### src/rtl/irq_rt_pkg.sv
package irq_rt_pkg;
  localparam int NUM_LINES = 4;
  localparam int CODE_W    = 4;
  localparam int NUM_IRQ   = 16;

  typedef logic [CODE_W-1:0]  route_code_t;
  typedef logic [NUM_IRQ-1:0] irq_vec_t;

  // Sparse code table: returns a one-hot IRQ vector, or zero for off/reserved.
  function automatic irq_vec_t code_to_irq(route_code_t code);
    irq_vec_t v;
    v = '0;
    unique case (code)
      4'd1:  v[9]  = 1'b1;
      4'd2:  v[3]  = 1'b1;
      4'd3:  v[10] = 1'b1;
      4'd4:  v[4]  = 1'b1;
      4'd5:  v[5]  = 1'b1;
      4'd6:  v[7]  = 1'b1;
      4'd7:  v[6]  = 1'b1;
      4'd9:  v[11] = 1'b1;
      4'd11: v[12] = 1'b1;
      4'd13: v[14] = 1'b1;
      4'd15: v[15] = 1'b1;
      default: v = '0;
    endcase
    return v;
  endfunction

  // Pick the nibble for a line from the packed routing bytes.
  function automatic route_code_t pick_code(logic [15:0] bytes, int line);
    return route_code_t'(bytes >> (line * CODE_W));
  endfunction
endpackage

### src/rtl/irq_rt_sync.sv
module irq_rt_sync #(
  parameter int WIDTH  = 4,
  parameter int STAGES = 2
) (
  input  logic             clk_i,
  input  logic             rst_ni,
  input  logic [WIDTH-1:0] d_i,
  output logic [WIDTH-1:0] q_o
);
  logic [STAGES-1:0][WIDTH-1:0] stage_q;

  for (genvar s = 0; s < STAGES; s++) begin : g_stage
    if (s == 0) begin : g_first
      always_ff @(posedge clk_i or negedge rst_ni)
        if (!rst_ni) stage_q[s] <= '0;
        else         stage_q[s] <= d_i;
    end else begin : g_next
      always_ff @(posedge clk_i or negedge rst_ni)
        if (!rst_ni) stage_q[s] <= '0;
        else         stage_q[s] <= stage_q[s-1];
    end
  end

  assign q_o = stage_q[STAGES-1];

  // the last stage always carries what the previous stage held one clock earlier
  a_r9_sync_shift: assert property (@(posedge clk_i) disable iff (!rst_ni)
    stage_q[STAGES-1] == $past(stage_q[STAGES-2]));
endmodule

### src/rtl/irq_rt_lane.sv
module irq_rt_lane
  import irq_rt_pkg::*;
(
  input  logic        clk_i,
  input  logic        rst_ni,
  input  route_code_t code_i,
  input  logic        edge_mode_i,
  input  logic        active_i,
  output irq_vec_t    contrib_o
);
  logic active_prev_q;
  logic rise_pulse;
  logic lane_drive;

  always_ff @(posedge clk_i or negedge rst_ni)
    if (!rst_ni) active_prev_q <= 1'b0;
    else         active_prev_q <= active_i;

  assign rise_pulse = active_i & ~active_prev_q;
  assign lane_drive = edge_mode_i ? rise_pulse : active_i;
  assign contrib_o  = lane_drive ? code_to_irq(code_i) : '0;

  // a rising-edge pulse never lasts two consecutive cycles
  a_r8_single_pulse: assert property (@(posedge clk_i) disable iff (!rst_ni)
    rise_pulse |=> !rise_pulse);

  // no lane ever contributes to an unreachable IRQ
  a_r2_lane_unreached: assert property (@(posedge clk_i) disable iff (!rst_ni)
    (contrib_o[0] | contrib_o[1] | contrib_o[2] | contrib_o[8] | contrib_o[13]) == 1'b0);
endmodule

### src/rtl/pci_irq_router.sv
module pci_irq_router
  import irq_rt_pkg::*;
#(
  parameter int SYNC_STAGES = 2
) (
  input  logic        clk_i,
  input  logic        rst_ni,
  input  logic [7:0]  route_lo_i,
  input  logic [7:0]  route_hi_i,
  input  logic [7:0]  sense_i,
  input  logic [3:0]  intx_n_i,
  output logic [15:0] irq_o
);
  localparam int ROUTE_W = NUM_LINES * CODE_W;

  logic [NUM_LINES-1:0] line_active;
  logic [ROUTE_W-1:0]   route_bytes;
  irq_vec_t             lane_contrib [NUM_LINES];
  irq_vec_t             irq_next;
  irq_vec_t             irq_q;

  assign route_bytes = {route_hi_i, route_lo_i};

  irq_rt_sync #(.WIDTH(NUM_LINES), .STAGES(SYNC_STAGES)) u_sync (
    .clk_i  (clk_i),
    .rst_ni (rst_ni),
    .d_i    (~intx_n_i),
    .q_o    (line_active)
  );

  for (genvar l = 0; l < NUM_LINES; l++) begin : g_lane
    irq_rt_lane u_lane (
      .clk_i       (clk_i),
      .rst_ni      (rst_ni),
      .code_i      (pick_code(route_bytes, l)),
      .edge_mode_i (sense_i[l]),
      .active_i    (line_active[l]),
      .contrib_o   (lane_contrib[l])
    );
  end

  always_comb begin
    irq_next = '0;
    for (int l = 0; l < NUM_LINES; l++) irq_next |= lane_contrib[l];
  end

  always_ff @(posedge clk_i or negedge rst_ni)
    if (!rst_ni) irq_q <= '0;
    else         irq_q <= irq_next;

  assign irq_o = irq_q;

  // unreachable IRQ lines stay low at the port
  a_r2_unreached_low: assert property (@(posedge clk_i) disable iff (!rst_ni)
    (irq_o[0] | irq_o[1] | irq_o[2] | irq_o[8] | irq_o[13]) == 1'b0);

  // at most one IRQ per line can be high
  a_r11_max_lines: assert property (@(posedge clk_i) disable iff (!rst_ni)
    $countones(irq_o) <= NUM_LINES);

  // the output register holds what the lanes offered one clock before
  a_r12_one_clock: assert property (@(posedge clk_i) disable iff (!rst_ni)
    ##1 irq_o == $past(irq_next));
endmodule

### config.mk
export PLATFORM = sky130hd
export DESIGN_NAME = pci_irq_router
export DESIGN_NICKNAME = d
export VERILOG_FILES = /design/src/rtl/irq_rt_pkg.sv /design/src/rtl/irq_rt_sync.sv /design/src/rtl/irq_rt_lane.sv /design/src/rtl/pci_irq_router.sv
export SDC_FILE = /design/constraint.sdc
export NUM_CORES = 1
export LEC_CHECK = 0
export BUFFER_PORTS_ARGS = -buffer_cell sky130_fd_sc_hd__buf_2
export CORE_MARGIN = 10
export CORE_UTILIZATION = 40
export CTS_BUF_LIST = sky130_fd_sc_hd__clkbuf_8
export DETAILED_ROUTE_END_ITERATION = 6
export PLACE_DENSITY_LB_ADDON = 0.1
export SYNTH_ARGS = -nofsm -noshare
export SYNTH_HDL_FRONTEND = slang
export SYNTH_HIERARCHICAL = 1
export SYNTH_SLANG_ARGS = --single-unit
### constraint.sdc
create_clock -name clk_i -period 1.6 [get_ports clk_i]
set_clock_uncertainty 0.05 [all_clocks]
set_input_delay 0 -clock clk_i [delete_from_list [all_inputs] [get_ports clk_i]]
set_output_delay 0 -clock clk_i [all_outputs]
set_load 0.05 [all_outputs]
# Word level (Yosys, flattened, before mapping)
# Index checks and enable logic that the tools add are counted.
[word_totals]
register_bits = 28
out_inout_bits = 16
wordCells = 115
[classes]
eq_ne = 44
n_mux = 52
bitwise_logic = 12
[op_table]
columns = ["op", "count"]
rows = [
  ["4-bit by 3-bit equality test with 1-bit output, second input constant", 16],
  ["4-bit equality test, second input constant", 16],
  ["16-bit two-way mux", 4],
  ["1-bit two-way mux", 48],
  ["16-bit OR", 3],
  ["4-bit by 2-bit equality test with 1-bit output, second input constant", 8],
  ["4-bit by 1-bit equality test with 1-bit output, second input constant", 4],
  ["1-bit AND", 4],
  ["1-bit inverter", 4],
  ["4-bit inverter", 1],
]

# Logic depth before layout (Yosys ltp)
# Gate-level depths: netlist (run 1).
[logic_depth]
ltp_word = 7
depth_mapped = 5
ltp_nobuf = 3

# Modules after synthesis
# Netlist (run 1), hierarchy kept.
[modules_own_cells]
columns = ["mod", "n_inst", "cells_per_inst", "area_each_um2"]
rows = [
  ["irq_rt_lane", 4, 29, 249.0],
  ["pci_irq_router", 1, 36, 535.5],
  ["irq_rt_sync", 1, 12, 230.2],
]

# Least setup slack after synthesis (run 1)
# OpenSTA, ideal clock, no wires.
[synth_timing]
path_type = "register -> register"
from = "reg u_sync.stage_q (netlist bit u_sync/q_o[1])"
to = "reg irq_q[5] (netlist: irq_o[5])"
setup_time_ns = 0.139
arrival_ns = 1.335
required_ns = 1.411
setup_slack_ns = 0.076
path_stages_with_launch = 6
path_buffers = 2
path_cell_list = "dfrtp_1 buf_4 a21bo_2 buf_6 nor3_1 or4_1"
[synth_rtl]
columns = ["item", "line_no", "text"]
rows = [
  ["start, declared", "irq_rt_sync.sv:10", "logic [STAGES-1:0][WIDTH-1:0] stage_q;"],
  ["start signal, assigned by index", "irq_rt_sync.sv:20", "else stage_q[s] <= stage_q[s-1];"],
  ["end signal, assigned", "pci_irq_router.sv:49", "else irq_q <= irq_next;"],
  ["end, declared", "pci_irq_router.sv:20", "irq_vec_t irq_q;"],
]

==> results of run 1 <==
## metal layers
metal,global-route usage (%),vias to the layer above
met5,0,-
met4,2.65,0
met3,3.56,2
met2,16.7,35
met1,11.8,579
li1,-,606
## flip-flops by register name, summed over array words and instances, names as in the netlist
| signal | cells |
|---|---|
| u_sync/q_o | 4 |
| u_sync/stage_q | 4 |
| irq_o | 16 |
| g_lane.u_lane/active_prev_q | 4 |
## cells by family (layout without fill, tap and decap cells)
family | Yosys count | in the layout | share of synthesized area, %
compound gates | 4 | 4 | 2.27
buf+inv | 44 | 60 | 16.8
flops | 28 | 28 | 39.8
other cells | 4 | 20 | 0.852
simple gates | 84 | 84 | 40.3
## timing repair
item	in CTS	in global routing
resized for setup	0	3
hold buffers	5	0
endpoints found under the setup margin	0	11
endpoints found under the hold margin	32	0
## how the worst min path moves through the flow
stage                  start                        endpoint  depth (start not counted)
6_report       route_lo_i[3]                        irq_o[5]                          3
5_1_grt        route_lo_i[3]                        irq_o[5]                          3
4_1_cts        route_lo_i[3]                        irq_o[5]                          3
3_5_place_dp          rst_ni  g_lane[1].u_lane/active_prev_q                          1
3_3_place_gp          rst_ni  g_lane[1].u_lane/active_prev_q                          1
2_1_floorplan         rst_ni  g_lane[0].u_lane/active_prev_q                          0
## synth_stat cells
| master | number | share of area (%) |
|---|---|---|
| or4_1 | 16 | 6.8 |
| nor4b_1 | 4 | 2.0 |
| nand2_1 | 4 | 0.85 |
| buf_6 | 4 | 2.6 |
| nand3_1 | 4 | 1.1 |
| nand3b_1 | 4 | 1.7 |
| nor4_2 | 20 | 14 |
| nand2b_1 | 12 | 4.3 |
| buf_2 | 8 | 2.3 |
| buf_4 | 24 | 10 |
| nor4_4 | 4 | 4.8 |
| dfrtp_1 | 28 | 40 |
| nor3_1 | 16 | 4.5 |
| inv_1 | 8 | 1.7 |
| a21bo_2 | 4 | 2.3 |
| conb_1 | 4 | 0.85 |
## worst reg2reg max path, stage by stage, from the launching register on
cell     delay (ns)
dfrtp_1        0.38
a21bo_2        0.30
nor3_1         0.10
or4_1          0.54
## through the flow
stage               hold slack, ns  power (W)  util, %  instances  instance area [um2]
global placement           -0.0104    0.00105     42.6        239                 1840
finish                       0.198    0.00160     45.8        248                 1980
floorplan                   -0.346    0.00101        -        180                 1820
detailed placement        -0.00328    0.00105     42.6        239                 1840
global route                 0.198    0.00168     45.8        248                 1980
CTS                          0.187    0.00162     45.4        248                 1960
## power by group through the flow
stage	Combinational, W	Sequential, W	Clock (W)
after floorplan	0.000191	0.000824	0
after global placement	0.000285	0.000761	0
after detailed placement	0.000290	0.000762	0
after CTS	0.000300	0.000748	0.000573
after global routing	0.000332	0.000752	0.000600
final	0.000303	0.000748	0.000551
## final cells by class
cell class | instances | share of cell area (%)
Multi-Input combinational cell | 108 | 42.6
Clock inverter | 1 | 1.52
Sequential cell | 28 | 35.4
Timing Repair Buffer | 48 | 13.6
Tap cell | 52 | 3.28
Inverter | 8 | 1.52
Clock buffer | 3 | 2.08
==> impl_metrics.yaml, run 1 <==
finish:
  antenna_cells: 0
  fillCellCount: 432
  drive_gt1_share_pct: 38.3
  final_common_cell: "buf_2"
  nets: 227
  final_cell_mix: "41 x buf_2, 28 x dfrtp_1, 20 x nor4_2, 20 x conb_1"
  areaGrowthSynthToFinish_pct: 12.5
  multi_input_area_um2: 845
  seq_area_um2: 701
run:
  max-cap-violations: 0
route:
  met3_length_um: 285
  dr.pass1.iters: 4
  topRoutingLayerUsed: "met4"
  route.detailed.wl_per_inst_um: 14.6
  drt.antenna.violating_nets: 0
  vias_per_cell: 4.93
  post-route-drc-count: 0
  vias: 1222
  wl_met1_um: 1520
  dr_wl_met2_um: 1800
  drt-initial-drc-count: 65
  drt_wl_total_um: 3630
sta:
  min_period_over_period_pct: 93.3
  rsz0062_at_grt: "no"
  tightest_slew_ns: 0.609
  layout_setup_ws_ns: 0.107
  hold_viol_final: 0
  fmax_mhz: 670
  setup_violations: 0
  min_period_ns: 1.49
  relSlewSlack_pct: 59.4
  tns_ns: 0
  drv_slew: 0
die:
  rows: 24
  core-area_um2: 4320
  start_util_pct: 40.7
  dieArea_um2: 7460
  io_pins: 46
  die_h_um: 86.4
  die_x_um: 86.4
placement:
  dp_slack_ns: 0.0295
  place.port_buffers: 41
  gp_congestion: 0.846
  dp_hpwl_um: 3020
setup_path:
  crit_buf_inv: 0
  worstPathRequired_ns: 1.69
  rr_startpoint: "u_sync/q_o[3]"
  path_class: "reg -> reg"
  rr_endpoint: "irq_o[14]"
  end_kind: "register"
  start_kind: "register"
  crit_path_end: "irq_o[14]"
  crit_fanout: 8
  r2r_slack_ns: 0.11
  cpMaxStageDelayCell: "or4_1"
  max_stage_delay_ns: 0.54
  path_depth: 3
  critPathTopFamily: "simple AND/OR/NAND/NOR gates"
  critical_path_arrival_ns: 1.59
  startpoint: "u_sync/q_o[3]"
  crit_chain: "a21bo_2, nor3_1, or4_1"
  ff2ff_path_depth: 3
outcome:
  status: "complete, no violations"
clock_network:
  cts.sinks: 28
  htree_levels: 1
  cts.clk_slew.worst_paths_ns: 0.09
  clockBufferDepth: 2
  numCtsBuffers: 3
  cts_tree: "yes"
  insertion_delay_ns: 0.27
  cts-root-buf: "clkbuf_8"
  post_cts_buffers: 0
synthesis:
  syn_area_um2: 1760
  yosysWarnings: 6
  netlist_instances: 164
  syn_avg_cell_area_um2: 10.7
  ys_seq_area_share_pct: 39.8
  yosys.cell_types.count: 16
  ys_seq_elements: 28
power_and_ir_drop:
  clkPwrFrac_pct: 34.4
  switching_power_w: 0.000434
  swShare_pct: 27.1
  p_int_w: 0.00117
  leakage_nw: 0.897
  ir_drop_v: 0.000256
  seqPwrFrac_pct: 46.7
  combPwrFrac_pct: 18.9
  cellPowerDensity_nw_per_um2: 808
global_routing:
  grt_max_degree: 29
  globalRouteTotalUtil_pct: 9.99
  antenna_found_initial: 0
  grt_pass1_wl_um: 6000
  grt_pass1_vias: 1239
  grt_overflow_total: 0
hold_path:
  holdCritPathClass: "in -> reg"
No activity file was read; power rests on OpenSTA's default activity.
==> inputs of run 2 (changes only) <==
--- a/config.mk
+++ b/config.mk
@@ -5,6 +5,7 @@
 export SDC_FILE = /design/constraint.sdc
 export NUM_CORES = 1
 export LEC_CHECK = 0
+export ABC_AREA = 1
 export BUFFER_PORTS_ARGS = -buffer_cell sky130_fd_sc_hd__buf_2
 export CORE_MARGIN = 10
 export CORE_UTILIZATION = 40
==> run 2 against run 1 <==
  * Combinational power up 3%
  * Non-clock buffer count fell by 2
  * Critical endpoint is now irq_o[4]
  * Sequential power is essentially flat
  * Area after synthesis rose by 5.1%
  * Highest routed layer unchanged
  * Via count up 14%
  * Register-to-register slack better by 0.23 ns
==> impl_metrics.yaml, run 2 <==
sta:
  tightest_slew_ns: 0.617
  relSlewSlack_pct: 58.9
  hold_viol_final: 0
  tns_ns: 0
  setup_violations: 0
  min_period_over_period_pct: 78.6
  min_period_ns: 1.26
  fmax_mhz: 795
  drv_slew: 0
  rsz0062_at_grt: "no"
route:
  drt_wl_total_um: 3430
  post-route-drc-count: 0
  vias_per_cell: 3.92
  route.detailed.wl_per_inst_um: 9.69
  dr.pass1.iters: 4
  drt.antenna.violating_nets: 0
  vias: 1387
  drt-initial-drc-count: 14
finish:
  final_cell_mix: "76 x nand2_1, 52 x nor2_1, 41 x buf_2"
  finalInstanceArea_um2: 2090
  areaGrowthSynthToFinish_pct: 13.0
  largest_reg_flops: 16
  drive_gt1_share_pct: 36.1
  fillCellCount: 462
  final_common_cell: "nand2_1"
  nets: 333
  antenna_cells: 0
setup_path:
  path_class: "reg -> reg"
  worstPathRequired_ns: 1.72
  end_kind: "register"
  start_kind: "register"
  crit_chain: "nand2_1, nor2_1, nor2_1, nand2_1"
  cpMaxStageDelayCell: "nand2_1"
  max_stage_delay_ns: 0.40
  r2r_slack_ns: 0.34
  critical_path_arrival_ns: 1.38
  crit_fanout: 11
synthesis:
  synth_edf_count: 0
  syn_avg_cell_area_um2: 7.01
  netlist_instances: 264
  synth_flop_cell: "dfrtp_1"
  yosysWarnings: 6
  synth_common_cells: "76 x nand2_1, 52 x nor2_1, 40 x nor2_2, 28 x buf_4, 28 x dfrtp_1"
  syn_area_um2: 1850
  yosysMostFrequentCell: "nand2_1"
  synth.largest_area_cell: "dfrtp_1"
  synth_top_area_share_pct: 37.8
  async_reset_ff_share_pct: 100
  ys_seq_area_share_pct: 37.8
  synth_area_leaders: "dfrtp_1 38%, nand2_1 15%, nor2_2 14%"
  ys_seq_elements: 28
  yosys.cell_types.count: 9
global_routing:
  grt_pass1_wl_um: 5690
  globalRouteTotalUtil_pct: 9.08
  grt_max_degree: 29
  grt_pass1_vias: 1307
  antenna_found_initial: 0
  grt_overflow_total: 0
placement:
  gp_congestion: 0.805
  place.port_buffers: 41
  place_area_um2: 1970
  dp_hpwl_um: 2830
die:
  io_pins: 46
  die_x_um: 88.0
  die_h_um: 88.0
  start_util_pct: 42.0
  rows: 24
  dieArea_um2: 7750
  core-area_um2: 4410
clock_network:
  numCtsBuffers: 3
  cts-root-buf: "clkbuf_8"
  cts_tree: "yes"
  post_cts_buffers: 0
  cts.sinks: 28
  htree_levels: 1
  clockBufferDepth: 2
  cts.clk_slew.worst_paths_ns: 0.10
  insertion_delay_ns: 0.27
run:
  max-cap-violations: 0
outcome:
  status: "complete, no violations"
power_and_ir_drop:
  ir_drop_v: 0.000695
  cellPowerDensity_nw_per_um2: 773
  leakage_nw: 1.10
hold_path:
  holdCritPathClass: "in -> reg"
==> run 2: cell types whose count changed in the layout (fill, tap and decap cells not counted), sizes merged, moves of 4 or more <==
cell | previous run | this run
nand3b | 4 | 0
nor2 | 0 | 100
nor4b | 4 | 0
a21bo | 4 | 0
nor3 | 16 | 0
nand2b | 12 | 0
or4 | 16 | 0
nand2 | 4 | 76
nand3 | 4 | 0
nor4 | 24 | 0
inv | 8 | 28
==> run 2: worst paths after layout <==
check / startpoint / to / cells past startpoint
max: u_sync/q_o[1] / irq_o[4] / 4
min: route_hi_i[6] / irq_o[12] / 6
max reg2reg: u_sync/q_o[1] / irq_o[4] / 4
min reg2reg: u_sync/stage_q[0] / u_sync/q_o[0] / 0
max in group asynchronous: rst_ni / u_sync/q_o[2] / 2
min in group asynchronous: rst_ni / irq_o[13] / 2
==> run 2: cell families (layout without fill, tap and decap cells) <==
group                  Yosys count  in the layout  share of synthesized area, %
AND/OR/NAND/NOR                176            176                          44.3
buffers and inverters           56             78                          17.0
flip-flops                      28             28                          37.8
other                            4             20                         0.811
==> run 2: metal layers <==
metal,track usage [%],share of wire (%)
met1,10.5,44
met2,15.6,47
met3,3.90,8.9
met4,1.28,0.29
met5,0,0
==> run 2: critical path, delay by kind of cell, from the launching register on <==
kind | cells | cell delay [ns]
and+or+nand+nor | 4 | 0.73
DFF | 1 | 0.38
==> run 2: final cells by class <==
class,instances,area [um2],share of cell area (%)
clock buffers,3,41.3,1.97
well taps,52,65.1,3.11
repair buffers,46,255,12.2
flip-flops and latches,28,701,33.5
clock inverters,1,30.0,1.43
multi-input cells,196,896,42.8
inverters,28,105,5.02
==> run 2: metrics by stage <==
step                cells  hold WS [ns]  setup WS, ns  util [%]  total power (W)
floorplan             280        -0.346         0.518         -          0.00101
global placement      345        0.0115         0.342      44.7          0.00107
detailed placement    345       0.00834         0.329      44.7          0.00107
CTS                   354        0.0969         0.326      47.4          0.00164
global route          354         0.131         0.183      47.4          0.00170
finish                354        0.0970         0.342      47.4          0.00162
==> run 2: what timing repair did <==
action | CTS | global route
endpoints found under the hold margin | 32 | 0
hold buffers | 5 | 0
gates resized for setup | 0 | 0
==> run 2: report_power, final <==
part	leakage (nW)	total, W	internal [W]	switching, W
clock network	0.0357	0.000558	0.000335	0.000223
logic	0.733	0.000312	0.0000889	0.000224
registers	0.335	0.000748	0.000739	0.00000847
